**config.mk**
```make
export PLATFORM = sky130hd
export DESIGN_NAME = mtx3_transposer
export DESIGN_NICKNAME = d
export VERILOG_FILES = /design/src/rtl/mtx3_xpose_pkg.sv /design/src/rtl/mtx3_phase_seq.sv /design/src/rtl/mtx3_reg_chain.sv /design/src/rtl/mtx3_out_mux.sv /design/src/rtl/mtx3_transposer.sv
export SDC_FILE = /design/constraint.sdc
export NUM_CORES = 1
export LEC_CHECK = 0
export BUFFER_PORTS_ARGS = -buffer_cell sky130_fd_sc_hd__buf_2
export CAP_MARGIN = 5
export CORE_AREA = 2 2 66 68
export CTS_BUF_LIST = sky130_fd_sc_hd__clkbuf_8
export CTS_CLUSTER_SIZE = 14
export DETAILED_ROUTE_END_ITERATION = 6
export DIE_AREA = 0 0 68 70
export PLACE_DENSITY = 0.62
export SLEW_MARGIN = 20
export SYNTH_ARGS = -nofsm -noshare
export SYNTH_HDL_FRONTEND = slang
export SYNTH_SLANG_ARGS = --single-unit
```
**constraint.sdc**
```tcl
create_clock -name clk -period 2.1 [get_ports clk]
set_clock_uncertainty 0.1 [all_clocks]
set_input_delay 0.21 -clock clk [delete_from_list [all_inputs] [get_ports clk]]
set_output_delay 0.21 -clock clk [all_outputs]
set_load 0.005 [all_outputs]
```
**src/rtl/mtx3_xpose_pkg.sv**
```systemverilog
package mtx3_xpose_pkg;

  localparam int unsigned SIDE     = 3;
  localparam int unsigned ELEMS    = SIDE * SIDE;
  // Four registers cover the peak number of live values over a frame.
  localparam int unsigned SLOTS    = 4;
  localparam int unsigned LATENCY  = 4;
  localparam int unsigned PHASE_W  = $clog2(ELEMS);
  localparam int unsigned SECOND   = 1;

  typedef logic [PHASE_W-1:0] phase_t;

  localparam phase_t LAST_PHASE = phase_t'(ELEMS - 1);
  localparam phase_t DRAIN_END  = phase_t'(LATENCY - 1);

  typedef enum logic [1:0] {
    TAP_TAIL   = 2'd0,
    TAP_SECOND = 2'd1,
    TAP_INPUT  = 2'd2
  } tap_e;

  typedef enum logic {
    FEED_FWD  = 1'b0,
    FEED_BACK = 1'b1
  } feed_e;

  // Where register `slot` loads from at the end of a cycle in phase `ph`.
  // The normal move is forward from the previous register. A value still
  // alive in the tail register is sent back to slot 0 after phase 6, and
  // to slot 2 after phases 5 and 0.
  function automatic feed_e slot_feed(input int unsigned slot, input phase_t ph);
    feed_e f;
    f = FEED_FWD;
    if (slot == 0 && ph == phase_t'(6))
      f = FEED_BACK;
    if (slot == 2 && (ph == phase_t'(5) || ph == phase_t'(0)))
      f = FEED_BACK;
    return f;
  endfunction

  // Which source drives the output in phase `ph`.
  function automatic tap_e out_tap(input phase_t ph);
    tap_e t;
    case (ph)
      phase_t'(6):              t = TAP_INPUT;
      phase_t'(0), phase_t'(5): t = TAP_SECOND;
      default:                  t = TAP_TAIL;
    endcase
    return t;
  endfunction

endpackage

```
**src/rtl/mtx3_phase_seq.sv**
```systemverilog
module mtx3_phase_seq
  import mtx3_xpose_pkg::*;
(
  input  logic   clk,
  input  logic   rst,
  input  logic   in_valid,
  output phase_t phase,
  output logic   out_valid
);

  phase_t ph_q;
  logic   cur_q;   // frame whose first element entered at the last phase 0
  logic   prev_q;  // frame before that, still draining in phases 1..3

  always_ff @(posedge clk) begin
    if (rst) begin
      ph_q   <= '0;
      cur_q  <= 1'b0;
      prev_q <= 1'b0;
    end else if (ph_q == '0) begin
      if (in_valid || cur_q) begin
        ph_q   <= phase_t'(1);
        prev_q <= cur_q;
        cur_q  <= in_valid;
      end
    end else if (ph_q == DRAIN_END && !cur_q) begin
      ph_q   <= '0;
      prev_q <= 1'b0;
    end else if (ph_q == LAST_PHASE) begin
      ph_q <= '0;
    end else begin
      ph_q <= ph_q + phase_t'(1);
    end
  end

  assign phase     = ph_q;
  assign out_valid = (ph_q == '0 || ph_q > DRAIN_END) ? cur_q : prev_q;

endmodule

```
**src/rtl/mtx3_reg_chain.sv**
```systemverilog
module mtx3_reg_chain
  import mtx3_xpose_pkg::*;
#(
  parameter int unsigned DATA_W = 8
) (
  input  logic                          clk,
  input  logic                          rst,
  input  phase_t                        phase,
  input  logic [DATA_W-1:0]             din,
  output logic [SLOTS-1:0][DATA_W-1:0]  slot
);

  for (genvar s = 0; s < SLOTS; s++) begin : g_slot
    logic [DATA_W-1:0] fwd_src;
    logic [DATA_W-1:0] nxt;
    logic [DATA_W-1:0] q;

    if (s == 0) begin : g_head
      assign fwd_src = din;
    end else begin : g_body
      assign fwd_src = slot[s-1];
    end

    assign nxt = (slot_feed(s, phase) == FEED_BACK) ? slot[SLOTS-1] : fwd_src;

    always_ff @(posedge clk) begin
      if (rst) q <= '0;
      else     q <= nxt;
    end

    assign slot[s] = q;
  end

endmodule

```
**src/rtl/mtx3_out_mux.sv**
```systemverilog
module mtx3_out_mux
  import mtx3_xpose_pkg::*;
#(
  parameter int unsigned DATA_W = 8
) (
  input  phase_t                        phase,
  input  logic [DATA_W-1:0]             din,
  input  logic [SLOTS-1:0][DATA_W-1:0]  slot,
  output logic [DATA_W-1:0]             dout
);

  always_comb begin
    unique case (out_tap(phase))
      TAP_INPUT:  dout = din;
      TAP_SECOND: dout = slot[SECOND];
      default:    dout = slot[SLOTS-1];
    endcase
  end

endmodule

```
**src/rtl/mtx3_transposer.sv**
```systemverilog
module mtx3_transposer
  import mtx3_xpose_pkg::*;
#(
  parameter int unsigned DATA_W = 8
) (
  input  logic              clk,
  input  logic              rst,
  input  logic              in_valid,
  input  logic [DATA_W-1:0] in_data,
  output logic              out_valid,
  output logic [DATA_W-1:0] out_data
);

  phase_t                       phase;
  logic [SLOTS-1:0][DATA_W-1:0] slots;

  mtx3_phase_seq u_seq (
    .clk       (clk),
    .rst       (rst),
    .in_valid  (in_valid),
    .phase     (phase),
    .out_valid (out_valid)
  );

  mtx3_reg_chain #(.DATA_W(DATA_W)) u_chain (
    .clk   (clk),
    .rst   (rst),
    .phase (phase),
    .din   (in_data),
    .slot  (slots)
  );

  mtx3_out_mux #(.DATA_W(DATA_W)) u_mux (
    .phase (phase),
    .din   (in_data),
    .slot  (slots),
    .dout  (out_data)
  );

endmodule

```
==> results of run 1 <==
-- layout make-up --
type                            instances  share of cell area
Inverter                                5              0.0105
Tap cell                               52              0.0321
Clock buffer                            6              0.0408
Clock inverter                          2             0.00618
Multi-Input combinational cell        107               0.395
Timing Repair Buffer                   41               0.135
Sequential cell                        38               0.380
-- metrics by stage --
stage,worst slack (ns),utilization
after floorplan,0.239,-
after global placement,0.181,0.425
after detailed placement,0.132,0.425
after CTS,0.00830,0.478
after global routing,-0.0587,0.489
final,0.00769,0.489
-- registers in the layout, summed over array words and instances, names as in the netlist --
name,count
u_seq.prev_q,1
u_seq.phase,4
u_chain.g_slot.q,32
u_seq.cur_q,1
-- critical path, stage by stage (launching register included) --
cell,delay (ns)
dfxtp_4,0.36
inv_2,0.11
ha_4,0.16
nor3b_4,0.22
a31oi_2,0.07
buf_4,0.18
o221a_2,0.27
buf_2,0.13
-- worst max-delay path by stage --
stage                         startpoint           to  slack [ns]  depth (start not counted)
after floorplan           u_seq.phase[0]  out_data[0]        0.24                          5
after global placement    u_seq.phase[1]  out_data[2]        0.18                          7
after detailed placement  u_seq.phase[0]  out_data[2]        0.13                          7
after CTS                 u_seq.phase[1]  out_data[2]       0.008                          7
after global routing      u_seq.phase[1]  out_data[3]       -0.06                          7
final                     u_seq.phase[1]  out_data[2]       0.008                          7
-- synth_stat cells --
cell type  instances  area [um^2]
o221a_2            8         90.1
a21oi_1           11         55.1
or3b_4             1         11.3
nand3_1            9         45.0
ha_1               4         50.1
nand3b_1           1         7.51
or3_1              8         50.1
or4_1              1         7.51
a221o_1            1         10.0
buf_1              1         3.75
nor2b_1           17          106
xnor2_1            3         26.3
o32ai_1            1         8.76
o31ai_1            1         7.51
mux2_2             2         22.5
a211oi_2           1         12.5
buf_2              1         5.00
clkbuf_1           5         18.8
a221o_2            1         11.3
a31oi_1            1         6.26
dfxtp_1           38          761
buf_4              1         7.51
nor3b_2            1         12.5
clkinv_1           1         3.75
nor2_1            13         48.8
o21ai_0            8         40.0
mux2i_1            9         90.1
nor3_1             2         10.0
nand2_1            3         11.3
inv_1              4         15.0
-- per-layer routing --
metal	part of all wire	track usage
met5	0	0
met4	0.015	0.0778
met3	0.043	0.0386
met2	0.49	0.274
met1	0.45	0.199
-- power breakdown --
part	switching, uW	internal [uW]
Sequential	68.8	798
Clock	254	264
Combinational	561	676
Total	884	1740
-- cells by family (layout without fill, tap and decap cells) --
group | after synthesis | in the layout | synth area share
and+or+nand+nor | 56 | 56 | 0.200
muxes | 11 | 11 | 0.0724
AOI/OAI and AO/OA | 33 | 33 | 0.155
xor gates and xnor gates | 3 | 3 | 0.0169
buffers and inverters | 13 | 54 | 0.0346
DFF | 38 | 38 | 0.489
adders and majority gates | 4 | 4 | 0.0322
-- what timing repair did --
item,4_1_cts,5_1_grt
pin swaps,1,1
hold buffers,0,0
cloned,0,0
setup buffers,8,3
gates resized for setup,16,5
endpoints found under the setup margin,9,9
==> reports/results.tsv, run 1 <==
stage	metric	value	unit
outcome	run_status	finished, final reports clean	
timing	slew_violations	0	
cts	clk_path_buf_depth	2	
placement	dp_cells	232	
critical_path	critical_path_class	register to output port	
timing	rsz0062_at_grt	yes	
cts	numCtsBuffers	5	
synthesis	synthDistinctLibCells	30	
cells_and_area	stdcell_area	2030	um^2
timing	fin_setup_tns	0	ns
global_route	grt_pass1_vias	1297	
drt	drt_iter0_drc	86	
cts	cts.sinks	38	
placement	port-buffer-count	19	
pwr	power_leakage	0.000843	uW
drt	via_per_inst	5.22	
cells_and_area	layout_common_cells	dfxtp_1, buf_4, buf_2	
global_route	antenna_found_initial	0	
cells_and_area	multi_input_area	801	um^2
drt	routed_wl	3.66	mm
synthesis	synth_warnings	0	
critical_path	r2r-start	u_seq.phase[1]	
timing	period_minus_slack	2.09	ns
global_route	overflow	0	
placement	gp_congestion	0.783	
global_route	grt_pass1_wl	5.99	mm
critical_path	worst_setup_path_end_kind	output port	
timing	clock.fmax	0.478	GHz
drt	ant_nets	0	
cells_and_area	n_fill_cell	393	
die	die-area	4760	um^2
critical_path	reg2reg_slack	0.25	ns
synthesis	netlist_area	1560	um^2
die	coreArea	4140	um^2
cts	h-tree-depth	2	
hold_path	hold_path_class	input pin to register	
timing	hold_ws	0.0577	ns
placement	dp_hpwl	2.39	mm
die	io_pins	20	
cells_and_area	n_antenna_cell	0	
hold_path	min_to	u_seq.phase[1]	
pwr	pwr_density_cell	1290	nW/um^2
cells_and_area	area_delta_synth_final	30.2	%
hold_path	hp-start	rst	
pwr	vdd_drop_max	0.000605	V
cells_and_area	layout_commonest_cell	dfxtp_1	
drt	drc	0	
timing	fin_crit_sh	0.996	
pwr	p_total	2620	uW
drt	vias	1310	
cells_and_area	drive_gt1_frac	0.372	
synthesis	synth-seq-cells	38	
critical_path	crit_path_max_fanout	6	
critical_path	arrival	1.78	ns
critical_path	r2r_end	u_seq.phase[1]	
die	die_y	70	um
cells_and_area	fin_nets	213	
cts	worstSkewPairLatency	0.29	ns
cts	root_buffer	clkbuf_8	
critical_path	reg2reg_depth	6	
hold_path	hold_depth	2	
placement	dpl-instance-area	1760	um^2
synthesis	syn_nets	173	
die	initial_core_util	0.375	
drt	firstDrtPassIters	4	
timing	slew_headroom	0.720	
cells_and_area	instances_no_fill	251	
cts	path_clk_slew	0.07	ns
timing	timing_hold_violations_final	0	
global_route	grtUsageTotal	0.166	
timing	worstMarginPinSlew	0.419	ns
die	chipWidth	68	um
synthesis	ys_seq_area_frac	0.489	
timing	setup_viol	0	
cells_and_area	regArea	769	um^2
global_route	grt_max_degree	33	
critical_path	worstSetupStartpointType	register	
cts	cts_tree	built	
synthesis	syn_area_per_cell	9.84	um^2
synthesis	syn_inst	158	
critical_path	crit_required	1.79	ns
drt	wl_per_cell	14.6	um
flow_run	maxCapViolations	0	
die	row_count	24	
(Power assumes the default switching activity.)
==> run 2: changes to the inputs <==
Settings changed: CORE_AREA 2 2 66 68 to 2 2 57 59, DIE_AREA 0 0 68 70 to 0 0 59 61, HOLD_SLACK_MARGIN set to 0.08, PLACE_DENSITY 0.62 to 0.78.
==> run 2 against run 1 <==
- the flow now finishes with violations (negative setup slack)
- sequential power barely moved
- utilization grew 21 points
- combinational power is 7% lower
- non-clock buffer count up 5
- hold slack better by 0.017 ns
- highest routed layer unchanged
- cell area grew 1.2%
- largest cell class unchanged
- sequential share of layout area decreased by 0.50 points
==> reports/results.tsv, run 2 (synthesis results as in run 1) <==
stage	metric	value	unit	change
critical_path	crit_required	1.79	ns	about the same
outcome	run_status	finished, violations left		
placement	dpl-instance-area	1750	um^2	-0.50%
pwr	power_leakage	0.000863	uW	+2.3%
timing	fin_ws	-0.0106	ns	-0.0183 ns
critical_path	path_cells	inv_4 > ha_4 > nand3b_1 > buf_6 > or3_1 > o221a_2 > buf_2		
global_route	overflow	0		unchanged
timing	slew_headroom	0.747		+0.0275
drt	vias	1311		+0.076%
global_route	grt_pass1_vias	1282		-1.2%
cts	h-tree-depth	2		unchanged
timing	fin_setup_tns	-0.0188	ns	-0.0188 ns
drt	drc	0		unchanged
critical_path	arrival	1.80	ns	+0.02 ns
timing	clock.fmax	0.474	GHz	-0.87%
drt	via_per_inst	5.53		+6.0%
die	initial_core_util	0.527		+0.151
timing	setup_viol	4		+4
timing	slew_violations	0		unchanged
cells_and_area	n_antenna_cell	0		unchanged
hold_path	hold_path_class	input pin to register		
placement	port-buffer-count	19		unchanged
cells_and_area	layout_commonest_cell	dfxtp_1		
critical_path	slowest_stage	dfxtp_4		
cells_and_area	instances_no_fill	237		-5.6%
cells_and_area	stdcell_area	2050	um^2	+1.2%
critical_path	worstSetupStartpointType	register		
cells_and_area	largest-register	u_chain.g_slot.q		
drt	ant_nets	0		unchanged
hold_path	hp-start	in_data[0]		
timing	worstMarginPinSlew	0.378	ns	-0.0411 ns
drt	drt_iter0_drc	69		-20%
die	row_count	20		-17%
cells_and_area	layout_common_cells	dfxtp_1, buf_2, nor2b_1		
drt	firstDrtPassIters	4		unchanged
timing	timing_hold_violations_final	0		unchanged
global_route	grt_max_degree	33		unchanged
cts	root_buffer	clkbuf_8		
critical_path	r2r-start	u_seq.phase[1]		
cells_and_area	largest_register_ffs	32		unchanged
cts	cts_tree	built		
cts	path_clk_slew	0.07	ns	about the same
timing	hold_ws	0.0747	ns	+0.0170 ns
global_route	grtUsageTotal	0.223		+0.0573
critical_path	reg2reg_slack	0.31	ns	+0.06 ns
critical_path	worst_setup_path_end_kind	output port		
placement	gp_congestion	0.881		+13%
die	die_y	61	um	-13%
hold_path	min_to	u_chain.g_slot[0].q[0]		
placement	dp_hpwl	2.25	mm	-6.1%
timing	period_minus_slack	2.11	ns	+0.0183 ns
timing	rsz0062_at_grt	yes		
cts	cts.sinks	38		unchanged
cells_and_area	fin_nets	218		+2.3%
critical_path	crit_path_max_fanout	8		+2
drt	wl_per_cell	15.2	um	+4.2%
global_route	antenna_found_initial	0		unchanged
critical_path	path_buf_inv	3		unchanged
cells_and_area	area_delta_synth_final	31.8	%	
flow_run	maxCapViolations	0		unchanged
critical_path	critical_path_class	register to output port		
cts	clk_path_buf_depth	2		unchanged
pwr	vdd_drop_max	0.000594	V	-1.8%
timing	fin_crit_sh	1.01		+0.00871
critical_path	reg2reg_depth	6		unchanged
critical_path	r2r_end	u_seq.phase[1]		
die	coreArea	2950	um^2	-29%
cells_and_area	drive_gt1_frac	0.333		-0.0385
hold_path	hold_depth	3		+1
cts	worstSkewPairLatency	0.30	ns	about the same
cts	numCtsBuffers	5		unchanged
die	io_pins	20		unchanged
die	die-area	3600	um^2	-24%
outcome	violations	negative setup slack		
die	chipWidth	59	um	-13%
placement	dp_cells	215		-7.3%
critical_path	cp_slowest_stage_delay	0.37	ns	about the same
pwr	pwr_density_cell	1230	nW/um^2	-4.9%
placement	place_ws	-0.0521	ns	-0.184 ns
drt	routed_wl	3.60	mm	-1.6%
critical_path	cp_top_family	simple AND/OR/NAND/NOR gates		
global_route	grt_pass1_wl	5.75	mm	-4.0%
[run 2: cell type report]
| type | count | area (um^2) |
|---|---|---|
| Multi-Input combinational cell | 107 | 796 |
| Tap cell | 33 | 41.3 |
| Fill cell | 219 | 903 |
| Inverter | 5 | 23.8 |
| Clock buffer | 6 | 82.6 |
| Timing Repair Buffer | 46 | 329 |
| Clock inverter | 2 | 8.76 |
| Sequential cell | 38 | 768 |
[run 2: worst min-delay path, delay by kind of cell]
family / cells / cell delay [ns]
buffers and inverters: 1 / 0.09
AND/OR/NAND/NOR: 1 / 0.08
multiplexers: 1 / 0.07
[run 2: repair_timing]
action / in CTS / in global routing
hold buffers: 8 / 0
endpoints found under the hold margin: 10 / 0
setup endpoints to repair: 9 / 9
gates resized for setup: 17 / 3
pin swaps: 0 / 2
buffers inserted: 5 / 1
[run 2: worst max-delay path by stage]
stage	start	to	slack [ns]	cells after the start
after floorplan	u_seq.phase[0]	out_data[0]	0.24	5
after global placement	u_seq.phase[1]	out_data[7]	-0.02	6
after detailed placement	u_seq.phase[1]	out_data[7]	-0.05	6
after CTS	u_seq.phase[1]	out_data[7]	0.000009	8
after global routing	u_seq.phase[0]	out_data[7]	-0.08	7
final	u_seq.phase[0]	out_data[3]	-0.01	7
[run 2: power by group]
part / internal (uW) / switching, uW / total, uW
logic: 598 / 550 / 1150
clock network: 260 / 252 / 512
registers: 798 / 65.9 / 864
total: 1660 / 867 / 2520
[run 2: metrics by stage]
step / utilization / total power (uW)
after detailed placement: 0.594 / 1860
after global placement: 0.594 / 1820
final: 0.694 / 2520
after floorplan: - / 1440
after global routing: 0.694 / 2670
after CTS: 0.686 / 2480
[run 2: layer usage]
metal / vias up / global-route usage / routed length [um]
met5: - / 0 / 0
met4: 0 / 0.140 / 46
met3: 6 / 0.0554 / 219
met2: 41 / 0.371 / 1730
met1: 614 / 0.259 / 1610
li1: 650 / - / -
